[src/rtl/hcs_pkg.sv]
package hcs_pkg;
  localparam int unsigned PIX_W   = 8;
  localparam int unsigned SHIFT_W = 3;
  localparam int unsigned GAIN_W  = PIX_W + 1;
  localparam int unsigned EXC_W   = PIX_W + (1 << SHIFT_W) - 1;
  localparam int unsigned N_CHR   = 2;

  typedef struct packed {
    logic [PIX_W-1:0] y;
    logic [PIX_W-1:0] u;
    logic [PIX_W-1:0] v;
  } yuv_t;

  // distance of an offset-binary code from neutral, signed
  function automatic int chr_signed(logic [PIX_W-1:0] c);
    return int'(c) - int'(1 << (PIX_W - 1));
  endfunction
endpackage

[src/rtl/hcs_gain.sv]
module hcs_gain
  import hcs_pkg::*;
(
  input  logic               en_i,
  input  logic [PIX_W-1:0]   y_i,
  input  logic [PIX_W-1:0]   thr_i,
  input  logic [SHIFT_W-1:0] shift_i,
  output logic [GAIN_W-1:0]  gain_o
);
  localparam logic [GAIN_W-1:0] UNITY   = GAIN_W'(1 << PIX_W);
  localparam logic [EXC_W-1:0]  UNITY_X = EXC_W'(1 << PIX_W);

  logic [PIX_W-1:0] excess;
  logic [EXC_W-1:0] scaled;

  always_comb begin
    excess = (y_i > thr_i) ? (y_i - thr_i) : '0;
    scaled = EXC_W'(excess) << shift_i;
    if (!en_i)                gain_o = UNITY;
    else if (scaled >= UNITY_X) gain_o = '0;
    else                      gain_o = UNITY - GAIN_W'(scaled);
  end
endmodule

[src/rtl/hcs_chroma_scale.sv]
module hcs_chroma_scale
  import hcs_pkg::*;
(
  input  logic [PIX_W-1:0]  c_i,
  input  logic [GAIN_W-1:0] gain_i,
  output logic [PIX_W-1:0]  c_o
);
  localparam logic [PIX_W-1:0] MID = PIX_W'(1 << (PIX_W - 1));
  localparam int unsigned PROD_W = PIX_W + GAIN_W;

  logic              neg;
  logic [PIX_W-1:0]  mag;
  logic [PROD_W-1:0] prod;
  logic [PIX_W-1:0]  res;

  // sign-magnitude product: dropping low bits truncates toward zero
  always_comb begin
    neg  = c_i < MID;
    mag  = neg ? (MID - c_i) : (c_i - MID);
    prod = PROD_W'(mag) * PROD_W'(gain_i);
    res  = PIX_W'(prod >> PIX_W);
    c_o  = neg ? (MID - res) : (MID + res);
  end
endmodule

[src/rtl/hl_chroma_suppress.sv]
module hl_chroma_suppress
  import hcs_pkg::*;
(
  input  logic               clk_i,
  input  logic               rst_ni,
  input  logic               en_i,
  input  logic [PIX_W-1:0]   thresh_i,
  input  logic [SHIFT_W-1:0] slope_i,
  input  logic               valid_i,
  input  logic [PIX_W-1:0]   y_i,
  input  logic [PIX_W-1:0]   u_i,
  input  logic [PIX_W-1:0]   v_i,
  output logic               valid_o,
  output logic [PIX_W-1:0]   y_o,
  output logic [PIX_W-1:0]   u_o,
  output logic [PIX_W-1:0]   v_o
);
  logic [GAIN_W-1:0] gain_d;
  logic              s1_valid;
  yuv_t              s1_pix;
  logic [GAIN_W-1:0] s1_gain;
  logic [PIX_W-1:0]  s1_chr [N_CHR];
  logic [PIX_W-1:0]  sc_chr [N_CHR];
  logic              s2_valid;
  yuv_t              s2_pix;

  hcs_gain u_gain (
    .en_i   (en_i),
    .y_i    (y_i),
    .thr_i  (thresh_i),
    .shift_i(slope_i),
    .gain_o (gain_d)
  );

  // stage 1: pixel with its gain
  always_ff @(posedge clk_i or negedge rst_ni) begin
    if (!rst_ni) begin
      s1_valid <= 1'b0;
      s1_pix   <= '0;
      s1_gain  <= '0;
    end else begin
      s1_valid <= valid_i;
      if (valid_i) begin
        s1_pix  <= '{y: y_i, u: u_i, v: v_i};
        s1_gain <= gain_d;
      end
    end
  end

  assign s1_chr[0] = s1_pix.u;
  assign s1_chr[1] = s1_pix.v;

  for (genvar gi = 0; gi < N_CHR; gi++) begin : g_chr
    hcs_chroma_scale u_scale (
      .c_i   (s1_chr[gi]),
      .gain_i(s1_gain),
      .c_o   (sc_chr[gi])
    );
  end

  // stage 2: scaled chroma
  always_ff @(posedge clk_i or negedge rst_ni) begin
    if (!rst_ni) begin
      s2_valid <= 1'b0;
      s2_pix   <= '0;
    end else begin
      s2_valid <= s1_valid;
      if (s1_valid) s2_pix <= '{y: s1_pix.y, u: sc_chr[0], v: sc_chr[1]};
    end
  end

  assign valid_o = s2_valid;
  assign y_o     = s2_pix.y;
  assign u_o     = s2_pix.u;
  assign v_o     = s2_pix.v;

  p_latency_r7: assert property (@(posedge clk_i) disable iff (!rst_ni)
    valid_i |-> ##2 valid_o);

  p_luma_pass_r2: assert property (@(posedge clk_i) disable iff (!rst_ni)
    valid_o |-> y_o == $past(y_i, 2));

  p_below_thr_r1: assert property (@(posedge clk_i) disable iff (!rst_ni)
    valid_o && $past(y_i <= thresh_i, 2) |->
      u_o == $past(u_i, 2) && v_o == $past(v_i, 2));

  p_bypass_r6: assert property (@(posedge clk_i) disable iff (!rst_ni)
    valid_o && $past(!en_i, 2) |->
      u_o == $past(u_i, 2) && v_o == $past(v_i, 2));

  p_neutral_r4: assert property (@(posedge clk_i) disable iff (!rst_ni)
    valid_o && $past(en_i && y_i > thresh_i &&
      ((EXC_W'(y_i - thresh_i) << slope_i) >= EXC_W'(1 << PIX_W)), 2) |->
      u_o == PIX_W'(1 << (PIX_W - 1)) && v_o == PIX_W'(1 << (PIX_W - 1)));

  p_no_growth_r5: assert property (@(posedge clk_i) disable iff (!rst_ni)
    valid_o |->
      chr_signed(u_o) * chr_signed($past(u_i, 2)) >= 0 &&
      chr_signed(u_o) * chr_signed(u_o) <=
        chr_signed($past(u_i, 2)) * chr_signed($past(u_i, 2)) &&
      chr_signed(v_o) * chr_signed($past(v_i, 2)) >= 0 &&
      chr_signed(v_o) * chr_signed(v_o) <=
        chr_signed($past(v_i, 2)) * chr_signed($past(v_i, 2)));
endmodule

[config.mk]
export PLATFORM = sky130hd
export DESIGN_NAME = hl_chroma_suppress
export DESIGN_NICKNAME = d
export VERILOG_FILES = /design/src/rtl/hcs_pkg.sv /design/src/rtl/hcs_gain.sv /design/src/rtl/hcs_chroma_scale.sv /design/src/rtl/hl_chroma_suppress.sv
export SDC_FILE = /design/constraint.sdc
export NUM_CORES = 1
export LEC_CHECK = 0
export BUFFER_PORTS_ARGS = -buffer_cell sky130_fd_sc_hd__buf_2
export CELL_PAD_IN_SITES_DETAIL_PLACEMENT = 1
export CELL_PAD_IN_SITES_GLOBAL_PLACEMENT = 2
export CORE_MARGIN = 4
export CORE_UTILIZATION = 42
export CTS_BUF_LIST = sky130_fd_sc_hd__clkbuf_4 sky130_fd_sc_hd__clkbuf_8
export CTS_CLUSTER_SIZE = 14
export DETAILED_ROUTE_END_ITERATION = 12
export PLACE_DENSITY = 0.95
export SLEW_MARGIN = 20
export SYNTH_ARGS = -nofsm -noshare
export SYNTH_HDL_FRONTEND = slang
export SYNTH_SLANG_ARGS = --single-unit
[constraint.sdc]
create_clock -name clk_i -period 14.8 [get_ports clk_i]
set_input_delay 0.74 -clock clk_i [delete_from_list [all_inputs] [get_ports clk_i]]
set_output_delay 0.74 -clock clk_i [all_outputs]
set_load 0.02 [all_outputs]
* Word-level counts from Yosys, hierarchy flattened
Cells that the tools add are included.
W data, S select, Z words.
** Cells by class
- Add/sub/neg operators :: 10
- Multipliers :: 2
- Order comparisons :: 4
- Shift operators :: 1
- Mux-type cells :: 7
** Operator list (number)
- $mux W8 :: 5
- $mul A8 B9 Y16 :: 2
- $sub A8 B8 Y8 const A :: 4
- $mux W9 :: 2
- $add A8 B8 Y8 const A :: 2
- $lt A8 B8 Y1 const B :: 2
- $sub A8 B8 Y8 const B :: 2
- $ge A15 B9 Y1 const B :: 1
- $shl A8 B3 Y15 :: 1
- $sub A9 B9 Y9 const A :: 1
- $gt A8 B8 Y1 :: 1
- $sub A8 B8 Y8 :: 1
** Word-level totals
- Flip-flop bits (word level) :: 59
- Input port bits :: 39
- Output and inout port bits :: 25
- Word-level logic and storage cells :: 33

* Depth between registers and ports, before layout
Gate-level depths: netlist of the first run.
- Depth after elaboration :: 6
- Depth in mapped cells :: 23
- Depth with buffers taken out :: 23

* Hierarchy
Synthesis of the first run repeated with hierarchy kept, for this count alone.
** Unflattened totals
- Cell total of the unflattened synthesis :: 930
- Area, all modules :: 8848.5 um^2
** By module, submodules not included
- hcs_chroma_scale (g_chr[1].u_scale) :: times used 1, cells an instance 324, area each 2641.3 um^2, sequential area each 0.0 um^2
- hcs_chroma_scale (g_chr[0].u_scale) :: times used 1, cells an instance 305, area each 2526.2 um^2, sequential area each 0.0 um^2
- hl_chroma_suppress :: times used 1, cells an instance 123, area each 2428.6 um^2, sequential area each 1476.4 um^2
- hcs_gain :: times used 1, cells an instance 178, area each 1252.5 um^2, sequential area each 0.0 um^2

* Least setup slack after synthesis of the first run
No wires, ideal clock.
- Path kind :: register to register
- Start point :: register s1_pix (netlist bit s1_chr[0])
- End point :: register s2_pix (netlist bit v_o[7])
- Arrival time :: 5.538 ns
- Slack :: 9.125 ns
- Stages on the path, launching flop included :: 23
- Period minus slack after synthesis :: 5.675 ns
- Path through :: dfrtp_1 -> inv_1 -> ha_1 -> a31oi_1 -> xor2_1 -> nand2_1 -> fa_1 -> fa_1 -> inv_1 -> fa_1 -> inv_1 -> fa_1 -> inv_1 -> ha_1 -> a21oi_1 -> o211ai_1 -> o211a_1 -> or4_1 -> a32oi_1 -> a21oi_1 -> xnor2_1 -> xnor2_1 -> a21oi_1
** On the way
- Word-level cells in the longest chain between the ends :: 5
- Elaborated cells on any way between the ends :: 8
- Classes of those cells :: add/sub: 4; mul: 1; order compare: 1; mux: 2
** Ends and longest elaborated chain
- start: declaration :: RTL line hl_chroma_suppress.sv:20 : yuv_t s1_pix;
- start signal: assignment :: RTL line hl_chroma_suppress.sv:44 : s1_pix <= '{y: y_i, u: u_i, v: v_i};
- $sub A8 B8 Y8 / $lt A8 B8 Y1 (equally long branches) :: RTL line hcs_chroma_scale.sv:19, hcs_chroma_scale.sv:18
- $mux W8 :: RTL line hcs_chroma_scale.sv:19 : mag = neg ? (MID - c_i) : (c_i - MID);
- $mul A8 B9 Y16 :: RTL line hcs_chroma_scale.sv:20 : prod = PROD_W'(mag) * PROD_W'(gain_i);
- $add A8 B8 Y8 / $sub A8 B8 Y8 (equally long branches) :: RTL line hcs_chroma_scale.sv:22 : c_o = neg ? (MID - res) : (MID + res);
- $mux W8 (*) :: RTL line hcs_chroma_scale.sv:22
- end signal: assignment :: RTL line hl_chroma_suppress.sv:68 : if (s1_valid) s2_pix <= '{y: s1_pix.y, u: sc_chr[0], v: sc_chr[1]};
- end: declaration :: RTL line hl_chroma_suppress.sv:25 : yuv_t s2_pix;
Every way passes the cells marked *; elsewhere a longest branch is shown, timed or not.
A chain may end at the register's enable or synchronous reset.

* Worst setup path in the final report of the first run
- Start point :: register s1_pix (netlist bit s1_chr[0])
- End point :: register s2_pix (netlist bit v_o[6])
Same word-level chain as after synthesis.

==> results of run 1 <==
## metal layers
layer	vias up	part of all wire
met4	0	0.016
met2	130	0.48
met1	3330	0.46
li1	3099	-
met5	-	0
met3	23	0.038
## cell type report
class,count,share of cell area
clock inverter,6,0.0127
tap,234,0.0335
sequential,59,0.169
multi-input combinational,675,0.666
inverter,152,0.0653
clock buffer,10,0.0158
antenna,1,0.000286
timing repair buffer,65,0.0378
## cell families (layout without fill, tap and decap cells)
kind of cell,Yosys count,count (layout),synth area share
AOI/OAI and AO/OA,143,143,0.122
adders and majority gates,158,158,0.323
DFF,59,59,0.184
buffers and inverters,189,233,0.0901
and+or+nand+nor,270,270,0.154
xor gates and xnor gates,68,68,0.0743
other,0,1,0
muxes,36,36,0.0531
## cell usage after synthesis (2+ instances only)
cell / n
inv_1: 149
nand2_1: 96
nor2_1: 89
fa_1: 81
ha_1: 77
dfrtp_1: 59
xnor2_1: 40
a21oi_1: 35
clkbuf_1: 29
mux2_2: 28
xor2_1: 28
o21ai_0: 23
and2_1: 14
nor3_1: 13
nor4_1: 12
o211ai_1: 11
nand2b_1: 10
o22ai_1: 10
a31oi_1: 9
o21a_1: 8
nand4_1: 7
a21o_1: 6
buf_1: 5
mux2i_1: 5
and3_1: 4
nand3_1: 4
nor2b_1: 4
o21bai_1: 4
o31ai_1: 4
or2_2: 4
a2111o_1: 3
clkinv_1: 3
nand4b_1: 3
o21ai_1: 3
o31a_1: 3
or3_1: 3
a211oi_1: 2
mux2i_4: 2
nand3b_1: 2
nor4b_1: 2
o211a_1: 2
o41ai_1: 2
## stage by stage
step | total power, mW | hold slack [ns] | std cells | setup WS [ns]
final | 1.14 | 0.489 | 1202 | 8.06
after global routing | 1.24 | 0.518 | 1202 | 7.61
after CTS | 1.14 | 0.489 | 1201 | 8.07
after detailed placement | 0.937 | 0.469 | 1185 | 8.15
after global placement | 0.913 | 0.456 | 1185 | 8.28
after floorplan | 0.764 | 0.352 | 923 | 9.12
## cells in the final DEF, fill, tap and decap left out, types with 14 or more instances in the layout
cell / instances
and2_1: 14
mux2_2: 28
buf_2: 63
xor2_1: 28
o21ai_0: 23
xnor2_1: 40
fa_1: 81
inv_1: 149
nor2_1: 89
nand2_1: 96
a21oi_1: 35
ha_1: 77
dfrtp_1: 59
## final timing paths
kind                                to  slack, ns  cells after the start
worst max-delay path            v_o[6]       8.06                     23
worst min-delay path            v_o[1]       0.49                      1
worst max register to register  v_o[6]       8.06                     23
worst min register to register  v_o[1]       0.49                      1
max in group asynchronous       u_o[3]      13.69                      2
min in group asynchronous       v_o[3]       0.56                      2
## registers in the layout (all words and copies together) (netlist names)
name and cells:
s1_chr 16, s1_gain 9, s1_pix 8, u_o 8, v_o 8, y_o 8, s1_valid 1, valid_o 1
## where the power goes
group	leakage, nW	switching (mW)	internal, mW	total [mW]
registers	0.705	0.0351	0.196	0.232
logic	3.34	0.422	0.286	0.707
clock network	0.123	0.0807	0.117	0.198
## worst register-to-register path, cell delays in order (launching register included)
cell      delay, ns
dfrtp_1        0.41
inv_1          0.15
ha_1           0.27
a31oi_1        0.25
xor2_1         0.69
nand2_1        0.18
fa_1           0.57
inv_1          0.04
ha_1           0.27
inv_1          0.05
fa_1           0.53
inv_1          0.05
fa_1           0.47
ha_1           0.31
nand4b_1       0.12
nor4_1         0.70
o32a_1         0.36
a21oi_1        0.11
xor2_1         0.22
ha_1           0.22
a31oi_1        0.12
a21oi_1        0.19
xnor2_1        0.09
mux2_2         0.27
==> results by group, run 1 <==
CTS
  • Clock Pin Slew Worst Setup and Hold Paths: 0.09 ns
  • Later-pin clock latency in the skew report: 0.36 ns
  • CTS tree: done
  • Root buffer cell: clkbuf_8
  • Hold buffer count at CTS: 0
  • CTS H-tree depth: 3
  • Setup Buffers After CTS: 0
  • # clock sinks: 59
  • Clk buf depth: 2
  • Cts bufs inserted: 9
  • Post-CTS Resized: 0

Timing
  • Final count of negative-setup-slack endpoints: 0
  • Final Hold Fails: 0
  • Setup TNS Final: 0 ns
  • Crit share post-route: 0.456
  • Slew Viols, Final: 0
  • Fmax: 0.148 GHz
  • Clock Skew: 0.0112 ns
  • Worst-margin pin slew: 0.961 ns
  • Unrepaired setup endpoints after global routing: false
  • Crit path time final: 6.74 ns
  • Slew margin rel.: 0.359

GRT
  • Largest net degree at the start of global routing: 60
  • First-pass GRT wire length: 37,000 um
  • Grt peak-use layer: met2
  • Global Route met1 Usage: 0.293
  • Gr usage total: 0.213
  • M2 GR Usage: 0.359
  • Grt ovf: 0
  • Initial antenna violation count: 1
  • Routing usage on met3: 0.0251
  • Vias in the first global route: 7,157

Critical path
  • CP delay by family, top: adder cells
  • CP Data Arrival Time: 6.99 ns
  • CP endpoint kind: flip-flop
  • Critical path cell sequence: inv_1 > ha_1 > a31oi_1 > xor2_1 > nand2_1 > fa_1 > inv_1 > ha_1 > inv_1 > fa_1 > inv_1 > fa_1 > ha_1 > nand4b_1 > nor4_1 > o32a_1 > a21oi_1 > xor2_1 > ha_1 > a31oi_1 > a21oi_1 > xnor2_1 > mux2_2
  • Maximum fanout along the worst path: 9
  • Critical path launch point: s1_chr[0]
  • Max incr delay on CP: 0.70 ns
  • WP buf/inv: 4
  • Setup crit start kind: flip-flop
  • Slowest CP cell: nor4_1
  • Worst setup path class: reg2reg
  • R2R Path Start: s1_chr[0]
  • Worst EP required: 15.04 ns

Power and ir drop
  • VDD IR max: 0.0602 mV
  • P per Cell Area: 130 nW/um^2
  • Leak: 4.17 nW

Yosys
  • Yosys top cell by area: fa_1
  • Syn avg cell area: 8.68 sq um
  • Asr flop ratio synth: 1.00
  • Synth cell types: 67
  • Synth Register Bits: 59
  • Number of synthesized flops with an enable pin: 0
  • Synth top area share: 0.202
  • Syn Nets: 1,120
  • Synth top area cells: fa_1 20%, dfrtp_1 18%, ha_1 12%, inv_1 7.0%, nand2_1 4.5%
  • Seq/Total Area, Yosys: 0.184
  • YS warnings: 0
  • Synth Instances: 923
  • Mapped Area: 8010 sq um
  • Dominant synthesized flop cell: dfrtp_1

Flow run
  • Max-cap violations: 0

Detailed routing
  • DR pass1 iterations: 5
  • WL final: 22,000 um
  • DRT iter0 DRCs: 326
  • Vias post-DR: 6,582
  • Drt wl/cell: 18.3 um
  • Vias per inst: 5.48
  • Final ANT Viol Nets: 0
  • DR DRC count: 0

Cells and area
  • Multi-input logic area: 5810 sq um
  • Final instance area: 8730 sq um
  • Post-layout util: 0.467
  • Layout cell share with drive strength beyond 1: 0.127
  • # fillers: 2,221
  • Seq. cell area: 1480 sq um
  • Nets: 1,159
  • Synth-to-layout area growth: 9.03%

Floorplanning
  • Die Y: 146 um
  • # rows: 50
  • Die ar.: 21,300 sq um
  • Num ports: 64
  • DIE WIDTH: 146 um
  • Core Region: 18,700 sq um
  • Starting Density: 0.428

Min path
  • Hold_sp: v_o[1]
  • Min-Delay Path Class: reg2reg

Place
  • Final HPWL DP: 17,100 um
  • Placer congestion estimate: 0.861
  • Port Buf Inserts: 63
  • Post-DP Area: 8480 sq um

Outcome
  • Status: completed
Power figures use the tool's default switching activity.
==> run 2, diff against run 1 <==
Settings changed: CORE_UTILIZATION 42 to 35, PLACE_DENSITY 0.95 to 0.85.
Clock period 14.8 ns to 5.9 ns, I/O delays scaled along.
==> results by group, run 2 (synthesized netlist as in run 1, its figures left out) <==
Detailed routing
  • DR DRC count: 0 (unchanged)
  • DR pass1 iterations: 4 (was 5)
  • WL final: 23,700 um (was 22,000 um)
  • Drt wl/cell: 17.7 um (was 18.3 um)
  • DRT iter0 DRCs: 259 (was 326)
  • Vias post-DR: 6,902 (was 6,582)
  • Final ANT Viol Nets: 0 (unchanged)
  • Vias per inst: 5.16 (was 5.48)

Critical path
  • CP endpoint kind: flip-flop (unchanged)
  • CP Data Arrival Time: 6.02 ns (was 6.99 ns)
  • Worst EP required: 6.16 ns (was 15.04 ns)
  • Critical path launch point: s1_chr[8] (was s1_chr[0])
  • Worst setup path class: reg2reg (unchanged)
  • R2R Path Start: s1_chr[8] (was s1_chr[0])
  • Maximum fanout along the worst path: 5 (was 9)
  • Setup crit start kind: flip-flop (unchanged)

Outcome
  • Status: completed (unchanged)

GRT
  • First-pass GRT wire length: 37,900 um (was 37,000 um)
  • M2 GR Usage: 0.308 (was 0.359)
  • Initial antenna violation count: 0 (was 1)
  • Grt peak-use layer: met2 (unchanged)
  • Largest net degree at the start of global routing: 60 (unchanged)
  • Routing usage on met3: 0.0269 (was 0.0251)
  • Gr usage total: 0.183 (was 0.213)
  • Global Route met1 Usage: 0.247 (was 0.293)
  • Vias in the first global route: 7,426 (was 7,157)
  • Grt ovf: 0 (unchanged)

Place
  • Port Buf Inserts: 63 (unchanged)
  • Place WS: -0.171 ns (was 8.15 ns)
  • Final HPWL DP: 18,200 um (was 17,100 um)
  • Placer congestion estimate: 0.862 (was 0.861)

Power and ir drop
  • P per Cell Area: 318 nW/um^2 (was 130 nW/um^2)
  • VDD IR max: 0.137 mV (was 0.0602 mV)
  • Leak: 4.62 nW (was 4.17 nW)

Timing
  • Setup ws final: 0.138 ns (was 8.06 ns)
  • Slew margin rel.: 0.454 (was 0.359)
  • Final Hold Fails: 0 (unchanged)
  • Final count of negative-setup-slack endpoints: 0 (unchanged)
  • Crit path time final: 5.76 ns (was 6.74 ns)
  • Clock Skew: 0.0144 ns (was 0.0112 ns)
  • Slew Viols, Final: 0 (unchanged)
  • Worst-margin pin slew: 0.820 ns (was 0.961 ns)
  • Crit share post-route: 0.977 (was 0.456)
  • Fmax: 0.174 GHz (was 0.148 GHz)
  • Setup TNS Final: 0 ns (unchanged)

CTS
  • Cts bufs inserted: 9 (unchanged)
  • # clock sinks: 59 (unchanged)
  • Hold buffer count at CTS: 0 (unchanged)
  • CTS tree: done (unchanged)
  • Clock Pin Slew Worst Setup and Hold Paths: 0.09 ns (about the same)
  • Root buffer cell: clkbuf_8 (unchanged)
  • CTS H-tree depth: 3 (unchanged)
  • Clk buf depth: 2 (unchanged)
  • Later-pin clock latency in the skew report: 0.38 ns (was 0.36 ns)

Floorplanning
  • # rows: 55 (was 50)
  • DIE WIDTH: 159 um (was 146 um)
  • Die Y: 159 um (was 146 um)
  • Num ports: 64 (unchanged)
  • Die ar.: 25,400 sq um (was 21,300 sq um)
  • Core Region: 22,600 sq um (was 18,700 sq um)
  • Starting Density: 0.355 (was 0.428)

Cells and area
  • Layout cell share with drive strength beyond 1: 0.261 (was 0.127)
  • Most common cell after layout, fill and taps aside: inv_1 (unchanged)
  • Max reg flops: 16 (unchanged)
  • Synth-to-layout area growth: 22.6% (was 9.03%)
  • ANT cells: 0 (was 1)
  • Most frequent cells in the layout: 142 x inv_1, 94 x nand2_1, 84 x nor2_1 (was 149 x inv_1, 96 x nand2_1, 89 x nor2_1)
  • Nets: 1,244 (was 1,159)

Min path
  • Min-Delay Path Class: in2async (was reg2reg)

Flow run
  • Max-cap violations: 0 (unchanged)
-- run 2: cell types whose count changed in the layout (fill, tap and decap cells not counted), sizes merged --
cell	delta
buf	+85
clkinv	+2
bufinv	-1
inv	-1
diode	-1
clkbuf	-1
clkinvlp	+1
-- run 2: per-layer routing --
metal	vias to the layer above	part of all wire	routed length, um
li1	3276	-	-
met1	3474	0.46	10800
met2	118	0.49	11600
met3	34	0.033	780
met4	0	0.021	508
met5	-	0	0
-- run 2: cell type report --
type	instances	area (sq um)
Fill cell	2672	12700
Tap cell	285	357
Clock inverter	7	91.3
Multi-Input combinational cell	675	6210
Clock buffer	9	124
Timing Repair Buffer	150	983
Inverter	152	574
Sequential cell	59	1480
-- run 2: worst paths after layout --
kind	end	slack, ns	depth (start not counted)
setup reg to reg	u_o[7]	0.14	23
hold / removal	u_o[7]	0.08	2
setup / recovery	u_o[7]	0.14	23
max in group asynchronous	s1_chr[9]	5.20	2
hold reg to reg	u_o[1]	0.48	1
min in group clk_i	s1_chr[7]	0.14	3
-- run 2: critical path: stages (launching register included) --
cell and delay, ns:
dfrtp_1 0.39, inv_1 0.12, ha_4 0.20, a31oi_2 0.10
xor2_1 0.20, buf_4 0.17, and2_1 0.17, fa_2 0.34
inv_2 0.06, fa_1 0.43, fa_1 0.50, inv_1 0.05
fa_1 0.47, ha_1 0.31, nand4b_1 0.12, or4_4 0.53
a21oi_4 0.23, buf_6 0.13, a211oi_4 0.04, o31ai_2 0.31
xor2_1 0.14, o41ai_2 0.24, xnor2_1 0.13, mux2_4 0.26
-- run 2: power by group --
part / switching (mW) / leakage [nW] / internal [mW]
registers: 0.0676 / 0.699 / 0.494
logic: 1.19 / 3.81 / 0.939
clock network: 0.196 / 0.109 / 0.237
-- run 2: timing repair --
action / 4_1_cts / 5_1_grt
resized for setup: 6 / 78
setup buffers: 1 / 27
pin swaps: 3 / 47
setup endpoints to repair: 6 / 12
-- run 2: per-stage QoR --
step / instance area (sq um) / std cells / utilization / power, mW / hold WS, ns
global placement: 8970 / 1293 / 0.398 / 2.43 / 0.461
finish: 9820 / 1337 / 0.435 / 3.13 / 0.0791
detailed placement: 8970 / 1293 / 0.398 / 2.49 / 0.467
floorplan: 8010 / 923 / - / 1.92 / -0.000591
global route: 9820 / 1337 / 0.435 / 3.45 / 0.144
CTS: 9230 / 1310 / 0.409 / 2.95 / 0.109
==> run 3, diff against run 2 <==
Settings changed: CORE_MARGIN 4 to 2, CORE_UTILIZATION 35 to 42, PLACE_DENSITY 0.85 to 0.95.
Clock period 5.9 ns to 6.8 ns, I/O delays scaled along.
==> results by group, run 3 (synthesized netlist as in run 1, its figures left out) <==
Timing
  • Crit path time final: 6.34 ns (was 5.76 ns)
  • Worst-margin pin slew: 0.971 ns (was 0.820 ns)
  • Slew Viols, Final: 0 (unchanged)
  • Clock Skew: 0.0115 ns (was 0.0144 ns)
  • Hold WS: 0.159 ns (was 0.0791 ns)
  • Fmax: 0.158 GHz (was 0.174 GHz)
  • Crit share post-route: 0.933 (was 0.977)
  • Slew margin rel.: 0.353 (was 0.454)
  • Setup TNS Final: 0 ns (unchanged)
  • Final Hold Fails: 0 (unchanged)
  • Unrepaired setup endpoints after global routing: false
  • Final count of negative-setup-slack endpoints: 0 (unchanged)

CTS
  • # clock sinks: 59 (unchanged)
  • CTS H-tree depth: 3 (unchanged)
  • Setup Buffers After CTS: 0 (was 1)
  • Later-pin clock latency in the skew report: 0.35 ns (was 0.38 ns)
  • Clock Pin Slew Worst Setup and Hold Paths: 0.09 ns (about the same)
  • Hold buffer count at CTS: 0 (unchanged)
  • CTS tree: done (unchanged)
  • Clk buf depth: 2 (unchanged)
  • Cts bufs inserted: 9 (unchanged)
  • Root buffer cell: clkbuf_8 (unchanged)

Place
  • Post-DP Area: 8510 sq um (was 8970 sq um)
  • Port Buf Inserts: 63 (unchanged)
  • Placer congestion estimate: 0.891 (was 0.862)
  • Final HPWL DP: 17,200 um (was 18,200 um)
  • Cell count after placement: 1,188 (was 1,293)

Cells and area
  • Max reg flops: 16 (unchanged)
  • Final cell count without fillers: 1,206 (was 1,337)
  • Nets: 1,162 (was 1,244)
  • Post-layout util: 0.469 (was 0.435)
  • Most frequent cells in the layout: 149 x inv_1, 96 x nand2_1, 89 x nor2_1 (was 142 x inv_1, 94 x nand2_1, 84 x nor2_1)
  • Final instance area: 8780 sq um (was 9820 sq um)
  • Layout cell share with drive strength beyond 1: 0.133 (was 0.261)
  • Multi-input logic area: 5830 sq um (was 6210 sq um)
  • # fillers: 2,234 (was 2,672)
  • Most common cell after layout, fill and taps aside: inv_1 (unchanged)
  • Synth-to-layout area growth: 9.59% (was 22.6%)
  • Seq. cell area: 1480 sq um (about the same)

Floorplanning
  • # rows: 50 (was 55)
  • Num ports: 64 (unchanged)
  • Core Region: 18,700 sq um (was 22,600 sq um)
  • Starting Density: 0.428 (was 0.355)
  • DIE WIDTH: 142 um (was 159 um)
  • Die Y: 142 um (was 159 um)
  • Die ar.: 20,200 sq um (was 25,400 sq um)

GRT
  • Grt ovf: 0 (unchanged)
  • Vias in the first global route: 7,151 (was 7,426)
  • Gr usage total: 0.231 (was 0.183)
  • First-pass GRT wire length: 37,000 um (was 37,900 um)
  • Largest net degree at the start of global routing: 60 (unchanged)
  • Initial antenna violation count: 3 (was 0)

Critical path
  • Worst setup path class: reg2reg (unchanged)
  • Worst EP required: 7.04 ns (was 6.16 ns)
  • WP buf/inv: 2 (was 5)
  • CP delay by family, top: adder cells (unchanged)
  • Reg-to-reg slack, setup: 0.46 ns (was 0.14 ns)
  • CP Data Arrival Time: 6.58 ns (was 6.02 ns)
  • Critical path cell sequence: inv_1 > ha_1 > a31oi_1 > xor2_1 > nand2_1 > fa_1 > fa_1 > fa_1 > fa_1 > inv_1 > ha_1 > a21o_1 > a211oi_4 > o21ai_1 > xor2_1 > o41ai_2 > xnor2_1 > mux2_4 (was inv_1 > ha_4 > a31oi_2 > xor2_1 > buf_4 > and2_1 > fa_2 > inv_2 > fa_1 > fa_1 > inv_1 > fa_1 > ha_1 > nand4b_1 > or4_4 > a21oi_4 > buf_6 > a211oi_4 > o31ai_2 > xor2_1 > o41ai_2 > xnor2_1 > mux2_4)
  • Setup crit start kind: flip-flop (unchanged)
  • Worst path most repeated cell: fa_1 (unchanged)
  • Max incr delay on CP: 0.60 ns (was 0.53 ns)
  • R2R Path Start: s1_chr[8] (unchanged)
  • Critical R2R Capture: u_o[7] (unchanged)
  • Slowest CP cell: xor2_1 (was or4_4)
  • Critical path launch point: s1_chr[8] (unchanged)
  • Maximum fanout along the worst path: 9 (was 5)
  • CP endpoint kind: flip-flop (unchanged)
  • R2R depth: 18 (was 23)

Detailed routing
  • Final ANT Viol Nets: 0 (unchanged)
  • WL final: 22,000 um (was 23,700 um)
  • Vias per inst: 5.45 (was 5.16)
  • DR pass1 iterations: 7 (was 4)
  • DR DRC count: 0 (unchanged)
  • Drt wl/cell: 18.3 um (was 17.7 um)
  • Vias post-DR: 6,577 (was 6,902)
  • DRT iter0 DRCs: 310 (was 259)

Power and ir drop
  • Leak: 4.19 nW (was 4.62 nW)
  • P per Cell Area: 282 nW/um^2 (was 318 nW/um^2)
  • VDD IR max: 0.128 mV (was 0.137 mV)

Flow run
  • Max-cap violations: 0 (unchanged)

Outcome
  • Status: completed (unchanged)

Min path
  • Min-Delay Path Class: in2async (unchanged)
-- run 3: timing repair --
action,in CTS,in global routing
setup endpoints to repair,0,3
resized for setup,0,3
endpoints found under the hold margin,0,0
-- run 3: worst max-delay path by stage --
stage	cells past startpoint	slack, ns	to
3_5_place_dp	23	0.22	v_o[6]
2_1_floorplan	22	1.12	v_o[7]
4_1_cts	23	0.15	v_o[6]
5_1_grt	22	0.04	v_o[7]
6_report	18	0.46	u_o[7]
3_3_place_gp	23	0.38	v_o[6]
-- run 3: where the power goes --
group	switching [mW]	leakage, nW	internal (mW)	total (mW)
registers	0.0750	0.705	0.427	0.502
logic	0.924	3.36	0.627	1.55
clock network	0.168	0.126	0.254	0.423
total	1.17	4.19	1.31	2.48
-- run 3: final cells by class --
class	count	area share
multi-input combinational	675	0.664
timing repair buffer	68	0.0402
inverter	152	0.0650
clock inverter	6	0.0128
clock buffer	10	0.0157
tap	234	0.0333
antenna	2	0.000570
sequential	59	0.168
-- run 3: through the flow --
| step | power (mW) | setup WS (ns) |
|---|---|---|
| floorplan | 1.66 | 1.12 |
| CTS | 2.49 | 0.153 |
| detailed placement | 2.05 | 0.217 |
| global route | 2.71 | 0.0371 |
| global placement | 1.99 | 0.380 |
| finish | 2.48 | 0.457 |
-- run 3: per-layer routing --
metal,routed length [um],track usage,share of wire,up-vias
li1,-,-,-,3112
met1,10100,0.315,0.46,3302
met2,10600,0.393,0.48,142
met3,985,0.0293,0.045,21
met4,310,0.0495,0.014,0
met5,0,0,0,-
